## src/rtl/dpot_pkg.sv

```systemverilog
package dpot_pkg;

    localparam int WIPER_W   = 8;
    localparam int SHORT_LEN = WIPER_W;
    localparam int LONG_LEN  = 2 * WIPER_W;

    typedef enum logic [3:0] {
        OP_NONE     = 4'h0,
        OP_WR_WIPER = 4'h1,
        OP_WR_NV    = 4'h2,
        OP_W_TO_NV  = 4'h3,
        OP_NV_TO_W  = 4'h4,
        OP_RD_WIPER = 4'h5,
        OP_RD_NV    = 4'h6
    } dpot_op_e;

    // Operation nibble of a control byte; bits 3..1 must be clear.
    function automatic logic [3:0] ctl_op(input logic [WIPER_W-1:0] b);
        return (b[3:1] == 3'b000) ? b[7:4] : OP_NONE;
    endfunction

    function automatic logic is_write_op(input logic [3:0] op);
        return (op == OP_WR_WIPER) || (op == OP_WR_NV);
    endfunction

    function automatic logic is_read_op(input logic [3:0] op);
        return (op == OP_RD_WIPER) || (op == OP_RD_NV);
    endfunction

endpackage

```

## src/rtl/dpot_serial_rx.sv

```systemverilog
module dpot_serial_rx
    import dpot_pkg::*;
(
    input  logic                clk,
    input  logic                rst_n,
    input  logic                cs_n_i,
    input  logic                sclk_i,
    input  logic                sdi_i,
    input  logic                busy_i,
    input  logic [WIPER_W-1:0]  rd_byte_i,
    output logic [1:0]          rd_sel_o,
    output logic                sdo_o,
    output logic                sdo_oe_o,
    output logic                cmd_valid_o,
    output logic                cmd_len16_o,
    output logic [LONG_LEN-1:0] cmd_frame_o
);

    localparam int CNT_SAT  = LONG_LEN + 1;
    localparam int CNT_W    = $clog2(LONG_LEN + 2);
    localparam int OUT_STOP = WIPER_W + 1;
    localparam int OCNT_W   = $clog2(WIPER_W + 2);

    typedef struct packed {
        logic [2:0]          cs_p;
        logic [2:0]          sck_p;
        logic [1:0]          sdi_p;
        logic [CNT_W-1:0]    cnt;
        logic [LONG_LEN-1:0] sh;
        logic                rd_seen;
        logic                oe;
        logic [WIPER_W-1:0]  osh;
        logic [OCNT_W-1:0]   ocnt;
        logic                cmd_v;
        logic                len16;
        logic [LONG_LEN-1:0] frame;
    } rx_t;

    rx_t rx_d, rx_q;

    logic cs_hi, cs_rise, cs_fall, sck_rise, sck_fall, sdi;
    logic len_ok, rd_go;
    logic [3:0] lo_op, hi_op;

    assign cs_hi    = rx_q.cs_p[1];
    assign cs_rise  = rx_q.cs_p[1] & ~rx_q.cs_p[2];
    assign cs_fall  = ~rx_q.cs_p[1] & rx_q.cs_p[2];
    assign sck_rise = rx_q.sck_p[1] & ~rx_q.sck_p[2];
    assign sck_fall = ~rx_q.sck_p[1] & rx_q.sck_p[2];
    assign sdi      = rx_q.sdi_p[1];
    assign lo_op    = ctl_op(rx_q.sh[WIPER_W-1:0]);
    assign hi_op    = ctl_op(rx_q.sh[LONG_LEN-1:WIPER_W]);
    assign len_ok   = (rx_q.cnt == CNT_W'(SHORT_LEN)) || (rx_q.cnt == CNT_W'(LONG_LEN));
    assign rd_go    = !cs_hi && sck_fall && !rx_q.oe && !rx_q.rd_seen && !busy_i
                      && is_read_op(lo_op)
                      && ((rx_q.cnt == CNT_W'(SHORT_LEN))
                          || ((rx_q.cnt == CNT_W'(LONG_LEN)) && !is_write_op(hi_op)));
    assign rd_sel_o = {lo_op == OP_RD_NV, rx_q.sh[0]};

    always_comb begin
        rx_d       = rx_q;
        rx_d.cs_p  = {rx_q.cs_p[1:0], cs_n_i};
        rx_d.sck_p = {rx_q.sck_p[1:0], sclk_i};
        rx_d.sdi_p = {rx_q.sdi_p[0], sdi_i};
        rx_d.cmd_v = 1'b0;

        if (cs_fall) begin
            rx_d.cnt     = '0;
            rx_d.sh      = '0;
            rx_d.rd_seen = 1'b0;
        end else if (!cs_hi && sck_rise) begin
            rx_d.sh = {rx_q.sh[LONG_LEN-2:0], sdi};
            if (rx_q.cnt != CNT_W'(CNT_SAT)) begin
                rx_d.cnt = rx_q.cnt + 1'b1;
            end
        end

        if (rd_go) begin
            rx_d.oe      = 1'b1;
            rx_d.rd_seen = 1'b1;
            rx_d.osh     = rd_byte_i;
            rx_d.ocnt    = '0;
        end else if (rx_q.oe && sck_fall) begin
            rx_d.ocnt = rx_q.ocnt + 1'b1;
            rx_d.osh  = {rx_q.osh[WIPER_W-2:0], 1'b0};
            if (rx_q.ocnt + 1'b1 == OCNT_W'(OUT_STOP)) begin
                rx_d.oe = 1'b0;
            end
        end

        if (cs_rise) begin
            rx_d.oe = 1'b0;
            if (!rx_q.rd_seen && len_ok) begin
                rx_d.cmd_v = 1'b1;
                rx_d.len16 = (rx_q.cnt == CNT_W'(LONG_LEN));
                rx_d.frame = rx_q.sh;
            end
        end
    end

    always_ff @(posedge clk or negedge rst_n) begin
        if (!rst_n) begin
            rx_q      <= '0;
            rx_q.cs_p <= 3'b111;
        end else begin
            rx_q <= rx_d;
        end
    end

    assign sdo_o       = rx_q.oe & rx_q.osh[WIPER_W-1];
    assign sdo_oe_o    = rx_q.oe;
    assign cmd_valid_o = rx_q.cmd_v;
    assign cmd_len16_o = rx_q.len16;
    assign cmd_frame_o = rx_q.frame;

    // the line is never driven once select has been high for a cycle
    p_oe_released_r8: assert property (@(posedge clk) disable iff (!rst_n)
        (rx_q.cs_p[1] && rx_q.cs_p[2]) |-> !rx_q.oe);

    // driving starts only right after a complete command byte
    p_oe_starts_after_cmd_r7: assert property (@(posedge clk) disable iff (!rst_n)
        $rose(rx_q.oe) |-> ((rx_q.cnt == CNT_W'(SHORT_LEN)) || (rx_q.cnt == CNT_W'(LONG_LEN))));

    // a command pulse follows a select release with a legal count
    p_exec_full_frame_r3: assert property (@(posedge clk) disable iff (!rst_n)
        rx_q.cmd_v |-> (rx_q.cs_p[2] && !rx_q.rd_seen
                        && ((rx_q.cnt == CNT_W'(SHORT_LEN)) || (rx_q.cnt == CNT_W'(LONG_LEN)))));

endmodule

```

## src/rtl/dpot_exec.sv

```systemverilog
module dpot_exec
    import dpot_pkg::*;
#(
    parameter int                 BUSY_CYCLES = 1000,
    parameter logic [WIPER_W-1:0] NV_INIT_A   = 8'h80,
    parameter logic [WIPER_W-1:0] NV_INIT_B   = 8'h80
) (
    input  logic                clk,
    input  logic                rst_n,
    input  logic                por_n,
    input  logic                cmd_valid_i,
    input  logic                cmd_len16_i,
    input  logic [LONG_LEN-1:0] cmd_frame_i,
    input  logic [1:0]          rd_sel_i,
    output logic [WIPER_W-1:0]  rd_byte_o,
    output logic [WIPER_W-1:0]  wiper_a_o,
    output logic [WIPER_W-1:0]  wiper_b_o,
    output logic                busy_o
);

    localparam int BC_W = $clog2(BUSY_CYCLES + 1);

    typedef struct packed {
        logic               load;
        logic [WIPER_W-1:0] wa;
        logic [WIPER_W-1:0] wb;
        logic               busy;
        logic [BC_W-1:0]    bcnt;
        logic               psel;
        logic [WIPER_W-1:0] pdata;
    } ex_t;

    typedef struct packed {
        logic [WIPER_W-1:0] na;
        logic [WIPER_W-1:0] nb;
    } nv_t;

    ex_t ex_d, ex_q;
    nv_t nv_d, nv_q;

    logic [3:0]         hi_op, lo_op, op;
    logic               sel;
    logic [WIPER_W-1:0] dat;

    assign hi_op = ctl_op(cmd_frame_i[LONG_LEN-1:WIPER_W]);
    assign lo_op = ctl_op(cmd_frame_i[WIPER_W-1:0]);
    assign dat   = cmd_frame_i[WIPER_W-1:0];

    always_comb begin
        if (cmd_len16_i && is_write_op(hi_op)) begin
            op  = hi_op;
            sel = cmd_frame_i[WIPER_W];
        end else begin
            op  = is_write_op(lo_op) ? OP_NONE : lo_op;
            sel = cmd_frame_i[0];
        end
    end

    always_comb begin
        ex_d      = ex_q;
        nv_d      = nv_q;
        ex_d.load = 1'b0;

        if (ex_q.load) begin
            ex_d.wa = nv_q.na;
            ex_d.wb = nv_q.nb;
        end

        if (ex_q.busy) begin
            if (ex_q.bcnt == '0) begin
                ex_d.busy = 1'b0;
                if (ex_q.psel) nv_d.nb = ex_q.pdata;
                else           nv_d.na = ex_q.pdata;
            end else begin
                ex_d.bcnt = ex_q.bcnt - 1'b1;
            end
        end else if (cmd_valid_i && !ex_q.load) begin
            case (op)
                OP_WR_WIPER: begin
                    if (sel) ex_d.wb = dat;
                    else     ex_d.wa = dat;
                end
                OP_WR_NV, OP_W_TO_NV: begin
                    ex_d.busy  = 1'b1;
                    ex_d.bcnt  = BC_W'(BUSY_CYCLES - 1);
                    ex_d.psel  = sel;
                    ex_d.pdata = (op == OP_WR_NV) ? dat : (sel ? ex_q.wb : ex_q.wa);
                end
                OP_NV_TO_W: begin
                    if (sel) ex_d.wb = nv_q.nb;
                    else     ex_d.wa = nv_q.na;
                end
                default: ;
            endcase
        end
    end

    always_ff @(posedge clk or negedge rst_n) begin
        if (!rst_n) begin
            ex_q      <= '0;
            ex_q.load <= 1'b1;
        end else begin
            ex_q <= ex_d;
        end
    end

    always_ff @(posedge clk or negedge por_n) begin
        if (!por_n) begin
            nv_q.na <= NV_INIT_A;
            nv_q.nb <= NV_INIT_B;
        end else if (rst_n) begin
            nv_q <= nv_d;
        end
    end

    always_comb begin
        case (rd_sel_i)
            2'b00:   rd_byte_o = ex_q.wa;
            2'b01:   rd_byte_o = ex_q.wb;
            2'b10:   rd_byte_o = nv_q.na;
            default: rd_byte_o = nv_q.nb;
        endcase
    end

    assign wiper_a_o = ex_q.wa;
    assign wiper_b_o = ex_q.wb;
    assign busy_o    = ex_q.busy;

    // a command landing in a busy window changes nothing
    p_drop_while_busy_r9: assert property (@(posedge clk) disable iff (!rst_n || !por_n)
        (cmd_valid_i && ex_q.busy && ex_q.bcnt != '0)
        |=> ($stable(ex_q.wa) && $stable(ex_q.wb) && $stable(nv_q)));

    // wipers move only on a command or the reload cycle
    p_wiper_quiet_r2: assert property (@(posedge clk) disable iff (!rst_n || !por_n)
        (!cmd_valid_i && !ex_q.load) |=> ($stable(ex_q.wa) && $stable(ex_q.wb)));

    // shadow contents change only at the end of a busy window
    p_nv_at_busy_end_r4: assert property (@(posedge clk) disable iff (!rst_n || !por_n)
        !(ex_q.busy && ex_q.bcnt == '0) |=> $stable(nv_q));

    // after the reload cycle the wipers equal the shadows
    p_reload_r11: assert property (@(posedge clk) disable iff (!rst_n || !por_n)
        $fell(ex_q.load) |-> (ex_q.wa == nv_q.na && ex_q.wb == nv_q.nb));

endmodule

```

## src/rtl/dpot_ctrl.sv

```systemverilog
module dpot_ctrl
    import dpot_pkg::*;
#(
    parameter int                 BUSY_CYCLES = 1000,
    parameter logic [WIPER_W-1:0] NV_INIT_A   = 8'h80,
    parameter logic [WIPER_W-1:0] NV_INIT_B   = 8'h80
) (
    input  logic               clk,
    input  logic               rst_n,
    input  logic               por_n,
    input  logic               cs_n,
    input  logic               sclk,
    input  logic               sdio_in,
    output logic               sdio_out,
    output logic               sdio_oe,
    output logic [WIPER_W-1:0] wiper_a,
    output logic [WIPER_W-1:0] wiper_b,
    output logic               nv_busy
);

    logic                cmd_valid;
    logic                cmd_len16;
    logic [LONG_LEN-1:0] cmd_frame;
    logic [1:0]          rd_sel;
    logic [WIPER_W-1:0]  rd_byte;

    dpot_serial_rx u_rx (
        .clk         (clk),
        .rst_n       (rst_n),
        .cs_n_i      (cs_n),
        .sclk_i      (sclk),
        .sdi_i       (sdio_in),
        .busy_i      (nv_busy),
        .rd_byte_i   (rd_byte),
        .rd_sel_o    (rd_sel),
        .sdo_o       (sdio_out),
        .sdo_oe_o    (sdio_oe),
        .cmd_valid_o (cmd_valid),
        .cmd_len16_o (cmd_len16),
        .cmd_frame_o (cmd_frame)
    );

    dpot_exec #(
        .BUSY_CYCLES (BUSY_CYCLES),
        .NV_INIT_A   (NV_INIT_A),
        .NV_INIT_B   (NV_INIT_B)
    ) u_exec (
        .clk         (clk),
        .rst_n       (rst_n),
        .por_n       (por_n),
        .cmd_valid_i (cmd_valid),
        .cmd_len16_i (cmd_len16),
        .cmd_frame_i (cmd_frame),
        .rd_sel_i    (rd_sel),
        .rd_byte_o   (rd_byte),
        .wiper_a_o   (wiper_a),
        .wiper_b_o   (wiper_b),
        .busy_o      (nv_busy)
    );

endmodule

```

## config.mk

```make
export PLATFORM = sky130hd
export DESIGN_NAME = dpot_ctrl
export DESIGN_NICKNAME = d
export VERILOG_FILES = /design/src/rtl/dpot_pkg.sv /design/src/rtl/dpot_serial_rx.sv /design/src/rtl/dpot_exec.sv /design/src/rtl/dpot_ctrl.sv
export SDC_FILE = /design/constraint.sdc
export NUM_CORES = 1
export LEC_CHECK = 0
export ABC_AREA = 1
export CORE_MARGIN = 2
export CORE_UTILIZATION = 55
export CTS_CLUSTER_DIAMETER = 150
export CTS_CLUSTER_SIZE = 30
export DETAILED_ROUTE_END_ITERATION = 10
export HOLD_SLACK_MARGIN = 0.1
export PLACE_DENSITY = 0.73
export SYNTH_ARGS = -nofsm -noshare
export SYNTH_HDL_FRONTEND = slang
export SYNTH_SLANG_ARGS = --single-unit
```

## constraint.sdc

```tcl
create_clock -name clk -period 2.65 [get_ports clk]
set_input_delay 0.795 -clock clk [delete_from_list [all_inputs] [get_ports clk]]
set_output_delay 0.795 -clock clk [all_outputs]
set_load 0.005 [all_outputs]
```

# Word-level counts from Yosys, hierarchy flattened
# Index checks and enable logic that the tools add are counted.
# Widths: inputs -> output; s select.
[classes] add_sub_neg=3 n_eq_ne=19 mux=33 n_bitwise=11 reduce_logical=46
[op_table] cell="$mux 8" count=6
[op_table] cell="$mux 21" count=2
[op_table] cell="$mux 18" count=2
[op_table] cell="$mux 36" count=1
[op_table] cell="$mux 16" count=2
[op_table] cell="$pmux 16 s2" count=1
[op_table] cell="$mux 13" count=2
[op_table] cell="$mux 4" count=6
[op_table] cell="$pmux 8 s3" count=1
[op_table] cell="$eq 4x2->1 const B" count=5
[op_table] cell="$mux 20" count=1
[op_table] cell="$eq 4x1->1 const B" count=4
[op_table] cell="$eq 4x3->1 const B" count=3
[op_table] cell="$logic_and 1x1->1" count=12
[op_table] cell="$logic_not 3->1" count=4
[op_table] cell="$reduce_bool 2->1" count=6
[op_table] cell="$mux 11" count=1
[op_table] cell="$logic_not 10->1" count=1
[op_table] cell="$mux 10" count=1
[op_table] cell="$sub 10x1->10 const B" count=1
[op_table] cell="$reduce_and 4->1" count=2
[op_table] cell="$logic_not 1->1" count=6
[op_table] cell="$logic_or 1x1->1" count=6
[op_table] cell="$mux 1" count=6
[op_table] cell="other kinds (17)" count=30
[word_totals] ff_bits=114 in_bits=6 out_inout_bits=19 elab_cells=133

# Longest topological paths before layout
[logic_depth] ltp_word=11 ltp_mapped=14 depth_no_buf=14

# Modules after synthesis
# A second synthesis with hierarchy kept.
[hier_totals] hier_cells=871 hier_area_um2=6510.0
[by_module_without_submodules] module="dpot_exec" n_inst=1 cells_each=557 area_each_um2=3667.3 seq_area_each_um2=1330.0
[by_module_without_submodules] module="dpot_serial_rx" n_inst=1 cells_each=314 area_each_um2=2842.7 seq_area_each_um2=1530.2

# Worst setup path before layout
# OpenSTA, ideal clock, no wires.
[synth_path] kind="flip-flop to flip-flop" startpoint="register u_rx.rx_q[48] (netlist bit)" endpoint="register u_rx.rx_q[23] (netlist bit)" setup_time_ns=0.117 arrival_time_ns=1.531 required_ns=2.533 setup_slack_ns=1.002 path_stages_with_launch=14 path_buffers=1 synth_period_minus_slack_ns=1.648 path_cell_list="dfrtp_1 > inv_1 > ha_1 > nand4_1 > nand2_1 > nor3_1 > nor2_1 > nand2_1 > clkbuf_1 > nor2_1 > nand2_1 > nand2_1 > nand2_1 > nand2_1"
[synth_via] elab_chain_len=5 elab_cells_between_ends=7 classes_between="2 x eq/ne; 1 x mux; 4 x reduce/logical"
[synth_lines] element="start: declaration" line_no="dpot_serial_rx.sv:39" text="rx_t rx_d, rx_q;"
[synth_lines] element="start signal: assignment" line_no="dpot_serial_rx.sv:106" text="rx_q <= rx_d;"
[synth_lines] element="$eq 5x5->1" line_no="dpot_serial_rx.sv:57" text="|| ((rx_q.cnt == CNT_W'(LONG_LEN)) && !is_write_op(hi_op)));"
[synth_lines] element="$logic_and 1x1->1" line_no="dpot_serial_rx.sv:57"
[synth_lines] element="$logic_or 1x1->1 *" line_no="dpot_serial_rx.sv:57"
[synth_lines] element="$logic_and 1x1->1 *" line_no="dpot_serial_rx.sv:56" text="&& ((rx_q.cnt == CNT_W'(SHORT_LEN))"
[synth_lines] element="$mux 13 or $reduce_bool 2->1 (tied branches)"
# Mark *: on every way between the ends. The rest lies on a longest branch, timed or not.
# A chain may end at the register's enable or synchronous reset.

# Worst setup path in the final report
[layout_path] startpoint="register u_rx.rx_q, in the netlist u_rx.cmd_frame_o[10]" endpoint="register u_exec.ex_q[12] (netlist bit)"
[layout_via] elab_chain_len=10 elab_cells_between_ends=12 classes_between="4 x eq/ne; 2 x mux; 6 x reduce/logical"
[layout_lines] element="$logic_not 3->1 *" line_no="dpot_pkg.sv:19" text="return (b[3:1] == 3'b000) ? b[7:4] : OP_NONE;"
[layout_lines] element="$mux 4 *" line_no="dpot_pkg.sv:19"
[layout_lines] element="$eq 4x1->1 or $eq 4x2->1 (tied branches)" line_no="dpot_pkg.sv:23" text="return (op == OP_WR_WIPER) || (op == OP_WR_NV);"
[layout_lines] element="$logic_or 1x1->1" line_no="dpot_pkg.sv:23"
[layout_lines] element="$logic_and 1x1->1" line_no="dpot_exec.sv:50" text="if (cmd_len16_i && is_write_op(hi_op)) begin"
[layout_lines] element="$mux 4 *" line_no="dpot_exec.sv:50"
[layout_lines] element="$eq 4x2->1" line_no="dpot_exec.sv:78" text="case (op)"
[layout_lines] element="$reduce_or 2->1 *" line_no="dpot_exec.sv:78"
[layout_lines] element="$reduce_bool 2->1 (no source line) *"
[layout_lines] element="$reduce_and 3->1 (no source line) *"
[layout_lines] element="end: declaration" line_no="dpot_exec.sv:38" text="ex_t ex_d, ex_q;"
# Marked as above.

==> impl_metrics.ini <==
[sta]
finalClockSkew_ns = 0.00661
hold_viol = 0
setup_slack_ns = 0.286
fin_crit_sh = 0.892
drv_slew = 0
fmax_mhz = 423
setup_viol = 0
slew_headroom = 0.274
setup_tns_ns = 0
rsz0062_at_grt = false
fin_crit_ns = 2.36
worst_slew_pin_slew_ns = 1.09

[place]
gp_congestion = 0.978
hpwl_um = 10300
port_buffers = 24
place_ws_ns = 0.216
dp.cells = 924
postPlaceCellArea_um2 = 6300

[critical_path]
cp.required_ns = 3.11
crit_type = register to register
crit_path_start = u_rx.cmd_frame_o[10]
r2r-start = u_rx.cmd_frame_o[10]
end_kind = register
cp.arrival_ns = 2.82
r2r_end = u_exec.ex_q[12]
reg2reg_depth = 8
reg2reg_slack_ns = 0.29
start_kind = register
critPathMaxFanout = 22

[global_routing]
grt_busiest_layer = met2
grt_max_degree = 99
overflow = 0
grt_usage = 0.278
grtUsageMet2 = 0.435
grt_pass1_vias = 5030
met3_usage = 0.0813
antenna_found_initial = 0
grt_use_met1 = 0.362
grt_pass1_wl_um = 24800

[min_path]
holdPathEnd = u_rx.rx_q[54]
hp-start = u_rx.rx_d[54]
worstHoldPathCells = 0
min_path_type = register to register

[floorplanning]
rows = 38
start_util = 0.559
die_area_um2 = 11800
die_y_um = 109
die_w_um = 109
core_region_area_um2 = 10800
io_pins = 25

[drt]
avgViaCountPerCell = 5.48
drt-pass1-iter-count = 6
vias = 5238
drc = 0
wl_per_cell_um = 15.8
routed_wl_um = 15100
drtAntennaViolNets = 0
drt_iter0_markers = 413

[power]
p_leak_nw = 3.37
power_density_nw_per_um2 = 619
total_power_w = 0.00427
ir_drop_v = 0.000718

[clocking]
htree_levels = 4
cts_max_path_buffers = 2
clkTransAtPathRegs_ns = 0.06
cts_tree = done
cts_buffers = 17
clock_latency_ns = 0.52
clock_sink_count = 114
clockRootBuffer = clkbuf_8
postCtsSetupRepairBufs = 0

[synth]
yosysTopAreaCell = dfrtp_1
yosysSeqAreaShare = 0.474
netlist.area_leader.share = 0.448
synth_async_sr_flop_share = 1.00
yosysWarnings = 0
yosys.cell_count.top_type = nand2_1
synth_edf_count = 0
postSynthAreaPerCell_um2 = 7.65
ys_types = 39
syn_nets = 800
synthCells = 788
ys.flop_type = dfrtp_1
ys_seq_elements = 114
yosys-top-cells-count = nand2_1 (241), dfrtp_1 (108), inv_1 (91), o21ai_0 (85), nand3_1 (60)
synthTopCellsByArea = dfrtp_1 (45%), nand2_1 (15%), o21ai_0 (7.1%), inv_1 (5.7%), nand3_1 (5.0%)
synth_area_um2 = 6030

[layout]
n_fill_cell = 908
fin_area_um2 = 6900
fin_nets = 815
fin_cells = 956
multiInputGateArea_um2 = 2540
seq_area_um2 = 2860
antennaDiodeCount = 0
areaGrowthSynthToFinish_pct = 14.4
drive_gt1_frac = 0.108

[run_status]
status = completed

[flow_run]
maxCapViolCount = 0
## routing by layer
| layer | vias to the layer above | wire length [µm] | part of all wire |
|---|---|---|---|
| met5 | - | 0 | 0 |
| met4 | 0 | 363 | 0.024 |
| met3 | 34 | 1190 | 0.079 |
| met2 | 191 | 7060 | 0.47 |
| met1 | 2479 | 6490 | 0.43 |
| li1 | 2534 | - | - |
## flip-flops by register name, indices dropped and copies added (netlist names)
register	flops
u_rx.rx_d	4
u_exec.wiper_b_o	8
u_exec.busy_o	1
u_rx.sdo_oe_o	1
u_rx.cmd_valid_o	1
u_rx.rx_q	36
u_rx.cmd_len16_o	1
u_rx.cmd_frame_o	16
u_exec.wiper_a_o	8
u_exec.nv_q	16
u_rx.rd_sel_o	1
u_rx.cs_hi	1
u_exec.ex_q	20
## report_power, final
part           internal [W]  leakage (nW)  switching [W]
logic             0.0000664          1.54       0.000137
registers           0.00178          1.54      0.0000310
clock network       0.00144         0.287       0.000823
## worst max path at each step
stage | end | slack (ns)
after floorplan | u_rx.rx_q[23] | 1.00
after global placement | u_exec.wiper_a_o[5] | 0.33
after detailed placement | u_exec.wiper_b_o[3] | 0.22
after CTS | u_exec.wiper_b_o[3] | 0.20
after global routing | u_exec.ex_q[12] | 0.10
final | u_exec.ex_q[12] | 0.29
## logic make-up after synthesis
family,count (synthesis),synth area share
xor gates and xnor gates,7,0.0102
muxes,2,0.00332
buffers and inverters,141,0.105
adders and majority gates,6,0.0124
other,1,0.000622
DFF,114,0.474
and+or+nand+nor,373,0.264
AOI/OAI and AO/OA,144,0.131
## critical path, stage by stage, from the launching register on
cell      delay [ns]
dfrtp_1         0.39
nor2_1          0.14
nand3_1         0.10
nand2_2         0.15
nor2_8          0.08
o211ai_2        0.87
inv_2           0.21
or2_1           0.29
inv_1           0.06
## through the flow
stage               hold slack, ns  utilization
floorplan                    0.331            -
global placement             0.337        0.584
detailed placement           0.337        0.584
CTS                          0.355        0.639
global route                 0.359        0.639
finish                       0.353        0.639
## cell type report
| class | instances | share of cell area |
|---|---|---|
| clock buffer | 21 | 0.0680 |
| clock inverter | 11 | 0.0185 |
| inverter | 100 | 0.0544 |
| multi-input combinational | 533 | 0.369 |
| sequential | 114 | 0.415 |
| tap | 140 | 0.0254 |
| timing repair buffer | 37 | 0.0504 |
## placed cells by master (no fill, tap or decap), types with 2 or more instances in the layout
| cell | n |
|---|---|
| dfstp_2 | 6 |
| nor3_2 | 3 |
| clkinv_4 | 3 |
| nand3_1 | 60 |
| o22ai_1 | 6 |
| nand2_1 | 241 |
| clkbuf_8 | 5 |
| buf_4 | 13 |
| nor3_1 | 5 |
| nor2_1 | 38 |
| clkinvlp_4 | 3 |
| nand2_2 | 9 |
| o21ai_2 | 2 |
| a21oi_1 | 9 |
| bufinv_16 | 2 |
| clkbuf_16 | 16 |
| o21ai_1 | 26 |
| inv_1 | 91 |
| nor2_4 | 2 |
| xor2_1 | 6 |
| mux2i_1 | 2 |
| clkinv_2 | 2 |
| o21ai_0 | 85 |
| ha_1 | 6 |
| or2_2 | 3 |
| inv_2 | 8 |
| dfrtp_1 | 108 |
| o211ai_1 | 11 |
| nor2_2 | 5 |
| clkdlybuf4s50_1 | 23 |
| nand4_1 | 3 |
## repair_timing
item	in CTS	in global routing
hold buffers	0	0
gates resized for setup	0	1
setup endpoints to repair	0	15
Note: power is estimated with default switching activity, not from simulation.
